### src/rtl/fpc_pkg.sv
package fpc_pkg;

    typedef enum logic [2:0] {
        OP_IDLE     = 3'd0,
        OP_MOVE_IN  = 3'd1,
        OP_MOVE_OUT = 3'd2,
        OP_CMP_EQ   = 3'd3,
        OP_CMP_LE   = 3'd4,
        OP_CMP_LT   = 3'd5,
        OP_BR_TRUE  = 3'd6,
        OP_BR_FALSE = 3'd7
    } fpc_op_e;

    typedef enum logic {
        CC_CLEAR = 1'b0,
        CC_SET   = 1'b1
    } cc_state_e;

endpackage

### src/rtl/fpc_regfile.sv
module fpc_regfile #(
    parameter int NREG  = 32,
    parameter int W     = 32,
    parameter int IDX_W = $clog2(NREG)
) (
    input  logic             clk,
    input  logic             rst_n,
    input  logic             we,
    input  logic [IDX_W-1:0] waddr,
    input  logic [W-1:0]     wdata,
    input  logic [IDX_W-1:0] raddr_a,
    input  logic [IDX_W-1:0] raddr_b,
    output logic [W-1:0]     rdata_a,
    output logic [W-1:0]     rdata_b
);

    logic [W-1:0] bank [NREG];

    for (genvar g = 0; g < NREG; g++) begin : g_word
        always_ff @(posedge clk or negedge rst_n) begin
            if (!rst_n)
                bank[g] <= '0;
            else if (we && (waddr == IDX_W'(g)))
                bank[g] <= wdata;
        end
    end

    assign rdata_a = bank[raddr_a];
    assign rdata_b = bank[raddr_b];

endmodule

### src/rtl/fpc_compare.sv
module fpc_compare #(
    parameter int W = 32
) (
    input  logic [W-1:0] lhs,
    input  logic [W-1:0] rhs,
    output logic         is_eq,
    output logic         is_lt
);

    localparam int MAG_W = W - 1;

    logic             s_l, s_r;
    logic [MAG_W-1:0] m_l, m_r;
    logic             both_zero;

    always_comb begin
        s_l       = lhs[W-1];
        s_r       = rhs[W-1];
        m_l       = lhs[MAG_W-1:0];
        m_r       = rhs[MAG_W-1:0];
        both_zero = (m_l == '0) && (m_r == '0);
        is_eq     = both_zero || (lhs == rhs);
        if (both_zero)
            is_lt = 1'b0;
        else if (s_l != s_r)
            is_lt = s_l;
        else if (s_l)
            is_lt = m_l > m_r;
        else
            is_lt = m_l < m_r;
    end

endmodule

### src/rtl/fpc_unit.sv
module fpc_unit
    import fpc_pkg::*;
#(
    parameter int NREG  = 32,
    parameter int W     = 32,
    parameter int IDX_W = $clog2(NREG)
) (
    input  logic             clk,
    input  logic             rst_n,
    input  logic [2:0]       op_i,
    input  logic [IDX_W-1:0] fs_i,
    input  logic [IDX_W-1:0] ft_i,
    input  logic [W-1:0]     wdata_i,
    output logic [W-1:0]     rdata_o,
    output logic             cc_flag_o,
    output logic             br_taken_o
);

    fpc_op_e   op;
    cc_state_e cc_q, cc_d;
    logic      wr_en;
    logic [W-1:0] word_a, word_b;
    logic      cmp_eq, cmp_lt;

    assign op = fpc_op_e'(op_i);

    fpc_regfile #(.NREG(NREG), .W(W), .IDX_W(IDX_W)) u_bank (
        .clk     (clk),
        .rst_n   (rst_n),
        .we      (wr_en),
        .waddr   (fs_i),
        .wdata   (wdata_i),
        .raddr_a (fs_i),
        .raddr_b (ft_i),
        .rdata_a (word_a),
        .rdata_b (word_b)
    );

    fpc_compare #(.W(W)) u_cmp (
        .lhs   (word_a),
        .rhs   (word_b),
        .is_eq (cmp_eq),
        .is_lt (cmp_lt)
    );

    // flag state register
    always_ff @(posedge clk or negedge rst_n) begin
        if (!rst_n)
            cc_q <= CC_CLEAR;
        else
            cc_q <= cc_d;
    end

    // next state and outputs
    always_comb begin
        cc_d       = cc_q;
        wr_en      = 1'b0;
        rdata_o    = '0;
        br_taken_o = 1'b0;
        unique case (op)
            OP_IDLE:     ;
            OP_MOVE_IN:  wr_en = 1'b1;
            OP_MOVE_OUT: rdata_o = word_a;
            OP_CMP_EQ:   cc_d = cmp_eq ? CC_SET : CC_CLEAR;
            OP_CMP_LE:   cc_d = (cmp_eq || cmp_lt) ? CC_SET : CC_CLEAR;
            OP_CMP_LT:   cc_d = cmp_lt ? CC_SET : CC_CLEAR;
            OP_BR_TRUE:  br_taken_o = (cc_q == CC_SET);
            OP_BR_FALSE: br_taken_o = (cc_q == CC_CLEAR);
            default:     ;
        endcase
    end

    assign cc_flag_o = (cc_q == CC_SET);

endmodule

### config.mk
export PLATFORM = sky130hd
export DESIGN_NAME = fpc_unit
export DESIGN_NICKNAME = d
export VERILOG_FILES = /design/src/rtl/fpc_pkg.sv /design/src/rtl/fpc_regfile.sv /design/src/rtl/fpc_compare.sv /design/src/rtl/fpc_unit.sv
export SDC_FILE = /design/constraint.sdc
export NUM_CORES = 2
export LEC_CHECK = 0
export BUFFER_PORTS_ARGS = -buffer_cell sky130_fd_sc_hd__buf_2
export CAP_MARGIN = 20
export CORE_MARGIN = 2
export CORE_UTILIZATION = 55
export CTS_BUF_LIST = sky130_fd_sc_hd__clkbuf_8
export DETAILED_ROUTE_END_ITERATION = 6
export GPL_TIMING_DRIVEN = 1
export PLACE_DENSITY = 0.74
export SYNTH_ARGS = -nofsm -noshare
export SYNTH_HDL_FRONTEND = slang
export SYNTH_HIERARCHICAL = 1
export SYNTH_SLANG_ARGS = --single-unit
### constraint.sdc
create_clock -name clk -period 3.6 [get_ports clk]
set_input_delay 1.08 -clock clk [delete_from_list [all_inputs] [get_ports clk]]
set_output_delay 1.08 -clock clk [all_outputs]
set_load 0.05 [all_outputs]
* Word level (Yosys, flattened, before mapping)
Index checks and enable logic that the tools add are counted. Widths: inputs -> output; s select.
Word-level totals: input port bits 47, output and inout bits 34, word-level logic and storage cells 135, bits in registers 1025
Cells by class: mux-type cells 16, order comparisons 4, reduce and logical (&&, ||, !) cells 39, equal/unequal tests 40, bitwise operators 3
Operators with widths (number):
- $bmux 32 s5 | 2
- $mux 32 | 5
- $eq 5x5->1 const B | 16
- $logic_not 31->1 | 2
- $eq 5x4->1 const B | 8
- $logic_and 1x1->1 | 33
- $eq 32x32->1 | 1
- $gt 31x31->1 | 1
- $lt 31x31->1 | 1
- $eq 5x3->1 const B | 4
- $eq 3x3->1 const B | 4
- $ge 6x6->1 const B | 2
- $not 5->6 | 2
- $eq 5x2->1 const B | 2
- $mux 1 | 7
- $eq 3x2->1 const B | 2
- $eq 5x1->1 const B | 1
- $logic_not 5->1 | 1
- $eq 3x1->1 const B | 1
- $pmux 1 s3 | 1
- $reduce_bool 3->1 | 1
- $logic_or 1x1->1 | 2
- $pmux 1 s2 | 1
- $ne 1x1->1 | 1
- $not 1->1 | 1

* Longest topological paths before layout
word-level depth 11, gate-level depth with buffers 19, depth with buffers taken out 16

* Modules after synthesis
Netlist, hierarchy kept.
By module, submodules not included:
- fpc_regfile | instances 1, cells each 4611, area each 55718.4 um2
- fpc_compare | instances 1, cells each 149, area each 999.7 um2
- fpc_unit | instances 1, cells each 49, area each 351.6 um2

* Worst setup path before layout
OpenSTA, ideal clock, no wires.
path type input to register, start point input port fs_i[1], end point register cc_q, in the netlist cc_flag_o, path slack -0.590 ns, data required time 3.476 ns, cell stages on the path 17, path buffers 4, data arrival time 4.066 ns, library setup time 0.124 ns, cells stage by stage buf_2 > buf_2 > buf_2 > buf_2 > mux2i_1 > a22oi_1 > a31oi_1 > nand3_1 > ha_1 > nand4_1 > nor4_1 > a32oi_1 > a31oi_1 > o2bb2ai_2 > inv_1 > a311oi_1 > a211o_1
On the way: longest elaborated chain between the ends 11, elaborated cells between the ends (all ways) 19, those cells by class 2 x order compare; 2 x eq/ne; 10 x mux; 1 x bitwise; 4 x reduce/logical
Ends and longest elaborated chain:
- from (decl) | RTL line fpc_unit.sv:11 | input logic [IDX_W-1:0] fs_i,
- $not 5->6 (implied by the code) * | RTL line fpc_regfile.sv:28 | assign rdata_a = bank[raddr_a];
- $bmux 32 s5 * | RTL line fpc_regfile.sv:28
- $mux 32 (implied by the code) * (2 in series) | RTL line fpc_regfile.sv:28
- net word_a[18] | RTL line fpc_unit.sv:22 | logic [W-1:0] word_a, word_b;
- $lt 31x31->1 or $gt 31x31->1 (tied branches) | RTL line fpc_compare.sv:30, fpc_compare.sv:28
- $mux 1 | RTL line fpc_compare.sv:27 | else if (s_l)
- $mux 1 | RTL line fpc_compare.sv:25 | else if (s_l != s_r)
- $mux 1 * | RTL line fpc_compare.sv:23 | if (both_zero)
- net cmp_lt | RTL line fpc_unit.sv:23 | logic cmp_eq, cmp_lt;
- $logic_or 1x1->1 | RTL line fpc_unit.sv:65 | OP_CMP_LE: cc_d = (cmp_eq || cmp_lt) ? CC_SET : CC_CLEAR;
- $mux 1 | RTL line fpc_unit.sv:65
- $pmux 1 s3 * | RTL line fpc_unit.sv:60 | unique case (op)
- to (signal assigned) | RTL line fpc_unit.sv:49 | cc_q <= CC_CLEAR;
- to (signal assigned) | RTL line fpc_unit.sv:51 | cc_q <= cc_d;
- to (decl) | RTL line fpc_unit.sv:20 | cc_state_e cc_q, cc_d;
Mark *: on every way through the listed nets, which the timed path passes. The rest lies on a longest branch. The select of a mux whose other input is x is not followed. A chain may end at the register's enable or synchronous reset.

* Worst setup path after layout
start point input port fs_i[1], end point output port rdata_o[5]
On the way: longest elaborated chain between the ends 5
Ends and longest elaborated chain:
- $not 5->6 (implied by the code) | RTL line fpc_regfile.sv:28
- $bmux 32 s5 | RTL line fpc_regfile.sv:28
- $mux 32 (implied by the code) (2 in series) | RTL line fpc_regfile.sv:28
- net word_a[5] | RTL line fpc_unit.sv:22
- $mux 32 | RTL line fpc_unit.sv:60
- to (decl) | RTL line fpc_unit.sv:14 | output logic [W-1:0] rdata_o,
The timed path passes the listed nets, and every way through them passes these cells. The select of a mux whose other input is x is not followed.

==> impl_results.md <==
* Status: finished with violations
* Failing checks: negative setup slack
* Post-synthesis sequential area ratio at between 40% and 50%
* Synth cell types at between 40 and 50
* P per Cell Area at 418 nW/µm²
* Period utilisation layout at 115%
* Number of synthesized register bits at 1,025
* Worst clock skew at 0.0259 ns
* Drt wl/cell at 30.1 µm
* Std-Cell Rows at 118
* Crit path launch type: primary input
* Max-cap violations at 0
* Hold buffers post-CTS at 0
* Post-synth top cells: 1,025 x dfrtp_1, 1,024 x mux2i_1, 988 x mux2_2
* CP cell instances: buf_16 > buf_16 > buf_12 > buf_16 > buf_4 > buf_12 > mux2i_1 > a21oi_1 > a31oi_2 > nand3_2 > and2_4 > buf_8
* Clk Latency, worst-skew pair at 0.90 ns
* ANT nets after route at 0
* Fmax at 242 MHz
* Via count at around 46,000
* VDD IR max at approximately 0.33 mV
* CTS tree: built
* Area grow syn2layout at 24.7%
* Logic pwr share at about a fifth
* Ports at 81
* Setup TNS after final layout at -12.28 ns
* Reg2Reg Setup Slack at -0.05 ns
* Clk root buf: clkbuf_8
* WS Path Type: primary input to output pin
* Crit path top cell by count: buf_16
* Largest net degree at the start of global routing at 125
* Clock H-tree levels at 4
* DR vias/cell at 6.65
* Post-synth EDFFs at 0
* Post-synthesis net count at 4,887
* Mapped Area at 57,100 µm²
* Dpl cell area at about 63,000 µm²
* # setup viols final at 33
* DIE AREA at 106,000 µm²
* Detailed Route Iter0 Violations at 5,075
* Final Hold Viols at 0
* Tightest Pin Transition at 0.952 ns
* Slowest cell on the critical path: a31oi_2
* Share of layout cells above drive strength 1 at 41.9%
* Clock power share at 36.0%
* Final min period at 4.13 ns
* Drt first pass iters at 6
* Top-area cell type share of the netlist area at 44.9%
* Combinational family with the most area after synthesis: multiplexers
* Post-synthesis mux area share at approximately two fifths
* Worst EP required at 2.52 ns
* Int Pwr at 0.0209 W
* Mapped Cells at 4,809
* Slew HR at ~36%
* Vias in the first global route at 46,200
* Synth area leader: dfrtp_1
* Post-route design area at between 70,000 and 80,000 µm²
* Switch share at 29.7%
* Arr. time, crit path at 3.05 ns
* Yosys warns at 6
* Simple-gate share of the synthesized area at 5.10%
* Top FF cell, synth: dfrtp_1
* Nets at 5,443
* Setup crit end kind: output pin
* Worst-path clk slew at 0.06 ns
* Sequential share of power at 44.6%
* FFs w/ async S/R, synth at between 90% and 100%
* Vert. Die Dim at 326 µm
* Complex-gate fraction of the synthesized area at around 7.2%
* Leak at 35.6 nW
* Hold Worst Slack at approximately 0.17 ns
* Core area at 103,000 µm²
* Total Routing Usage GR at 38.0%
* Avg Cell Area, Syn at 11.9 µm²
* Slew Viols, Final at 0
* Most frequent cell after synthesis: dfrtp_1
* DPL Wire Length at 124 mm
* Placed insts at 6,348
* First-pass GRT wire length at 302 mm
* GRT overflow at 0
* GP Congestion at 0.945
* Max FO, Critical Path at 8
* Starting density of the core at between 50% and 60%
* Initial antenna violation count at 4
* Die X at between 300 and 400 µm
* Dpl ws at -1.52 ns
* RSZ-0062 raised after global routing: true
* Hold Crit Class: primary input to async pin
* Synth Area in XOR/XNOR at 0.0307%
* Slowest stage delay, CP at about 0.25 ns
* Clk sinks at 1,025
* Net Switching at 0.00883 W
* CTS max path bufs at 3
* # DRC at 0
* Port bufs at 80
* Post-route insts no fill at 6,887
* Final worst setup slack at -0.531 ns
* WL final at 207 mm
* TritonCTS buffer count at 175
* Adder-Cell Fraction of Synth Area at less than 1%
* Largest cells by area after synthesis: dfrtp_1 45%, mux2_2 19%, mux2i_1 18%
==> area by class of cell <==
type / instances / area [µm²]
Fill cell: 6985 / 32000
Multi-Input combinational cell: 3298 / 30400
Antenna cell: 7 / 17.5
Tap cell: 1380 / 1730
Inverter: 34 / 128
Clock inverter: 105 / 658
Clock buffer: 207 / 2850
Timing Repair Buffer: 831 / 9730
Sequential cell: 1025 / 25600
==> worst paths after layout <==
| path | cells after the start | endpoint | startpoint |
|---|---|---|---|
| max in group asynchronous | 2 | u_bank/bank[765]$_DFFE_PN0P_ | rst_n |
| min in group clk | 1 | u_bank/bank[102]$_DFFE_PN0P_ | u_bank/bank[102]$_DFFE_PN0P_ |
| min | 1 | u_bank/bank[386]$_DFFE_PN0P_ | rst_n |
| min reg2reg | 1 | u_bank/bank[102]$_DFFE_PN0P_ | u_bank/bank[102]$_DFFE_PN0P_ |
| max | 12 | rdata_o[5] | fs_i[1] |
| max reg2reg | 20 | cc_flag_o$_DFFE_PN0P_ | u_bank/bank[855]$_DFFE_PN0P_ |
==> power groups by stage <==
| stage | Clock (W) | Combinational, W | Sequential [W] |
|---|---|---|---|
| floorplan | 0 | 0.00309 | 0.0132 |
| global placement | 0 | 0.00479 | 0.0134 |
| detailed placement | 0 | 0.00490 | 0.0134 |
| CTS | 0.0108 | 0.00546 | 0.0132 |
| global route | 0.0113 | 0.00605 | 0.0134 |
| finish | 0.0107 | 0.00578 | 0.0133 |
==> per-layer routing <==
metal	GRT usage, %	part of all wire (%)	up-vias
li1	-	-	18900
met1	50.7	39	23200
met2	56.6	43	2816
met3	10.9	12	803
met4	19.4	5.9	6
met5	0	0.018	-
==> worst max-delay path, delay by kind of cell <==
| family | cells | cell delay, ns |
|---|---|---|
| buffers and inverters | 7 | 0.99 |
| multiplexers | 1 | 0.19 |
| AO/OA/AOI/OAI | 2 | 0.36 |
| AND/OR/NAND/NOR | 2 | 0.37 |
==> cells in the final DEF, fill, tap and decap left out, drive strengths merged, types with 8 or more instances in the layout <==
cell    Yosys  final
dfrtp    1025   1025
mux2i    1024   1024
mux2     1024   1024
buf       222    820
nand2     225    225
clkbuf    230    211
a21oi     205    205
nand3     199    199
a22oi     193    193
a22o      128    128
inv        34    104
nor3       71     71
a31oi      65     65
and2       35     35
ha         31     31
clkinv      0     25
nor2       22     22
nor4       19     19
nand2b     10     10
nand4       8      8
==> stage by stage <==
stage	util, %	total power [W]
after detailed placement	61.4	0.0183
after global placement	61.4	0.0181
after global routing	69.0	0.0308
after CTS	68.1	0.0295
final	69.0	0.0298
after floorplan	-	0.0163
==> cells by family (layout without fill, tap and decap cells) <==
kind of cell,Yosys count,in the layout
multiplexers,2048,2048
flip-flops,1025,1025
AO/OA/AOI/OAI,609,609
AND/OR/NAND/NOR,608,608
buffers and inverters,486,1177
adder cells (fa/ha/maj),31,31
XOR/XNOR,2,2
other,0,7
==> flip-flops by register name, indices dropped and copies added, names as in the netlist <==
register,flops
cc_flag_o,1
u_bank/bank,1024
==> what timing repair did <==
item | 4_1_cts | 5_1_grt
setup endpoints to repair | 33 | 33
cloned | 24 | 4
buffers inserted | 168 | 58
pin swaps | 120 | 126
gates resized for setup | 330 | 121
No activity file was read; power rests on OpenSTA's default activity.
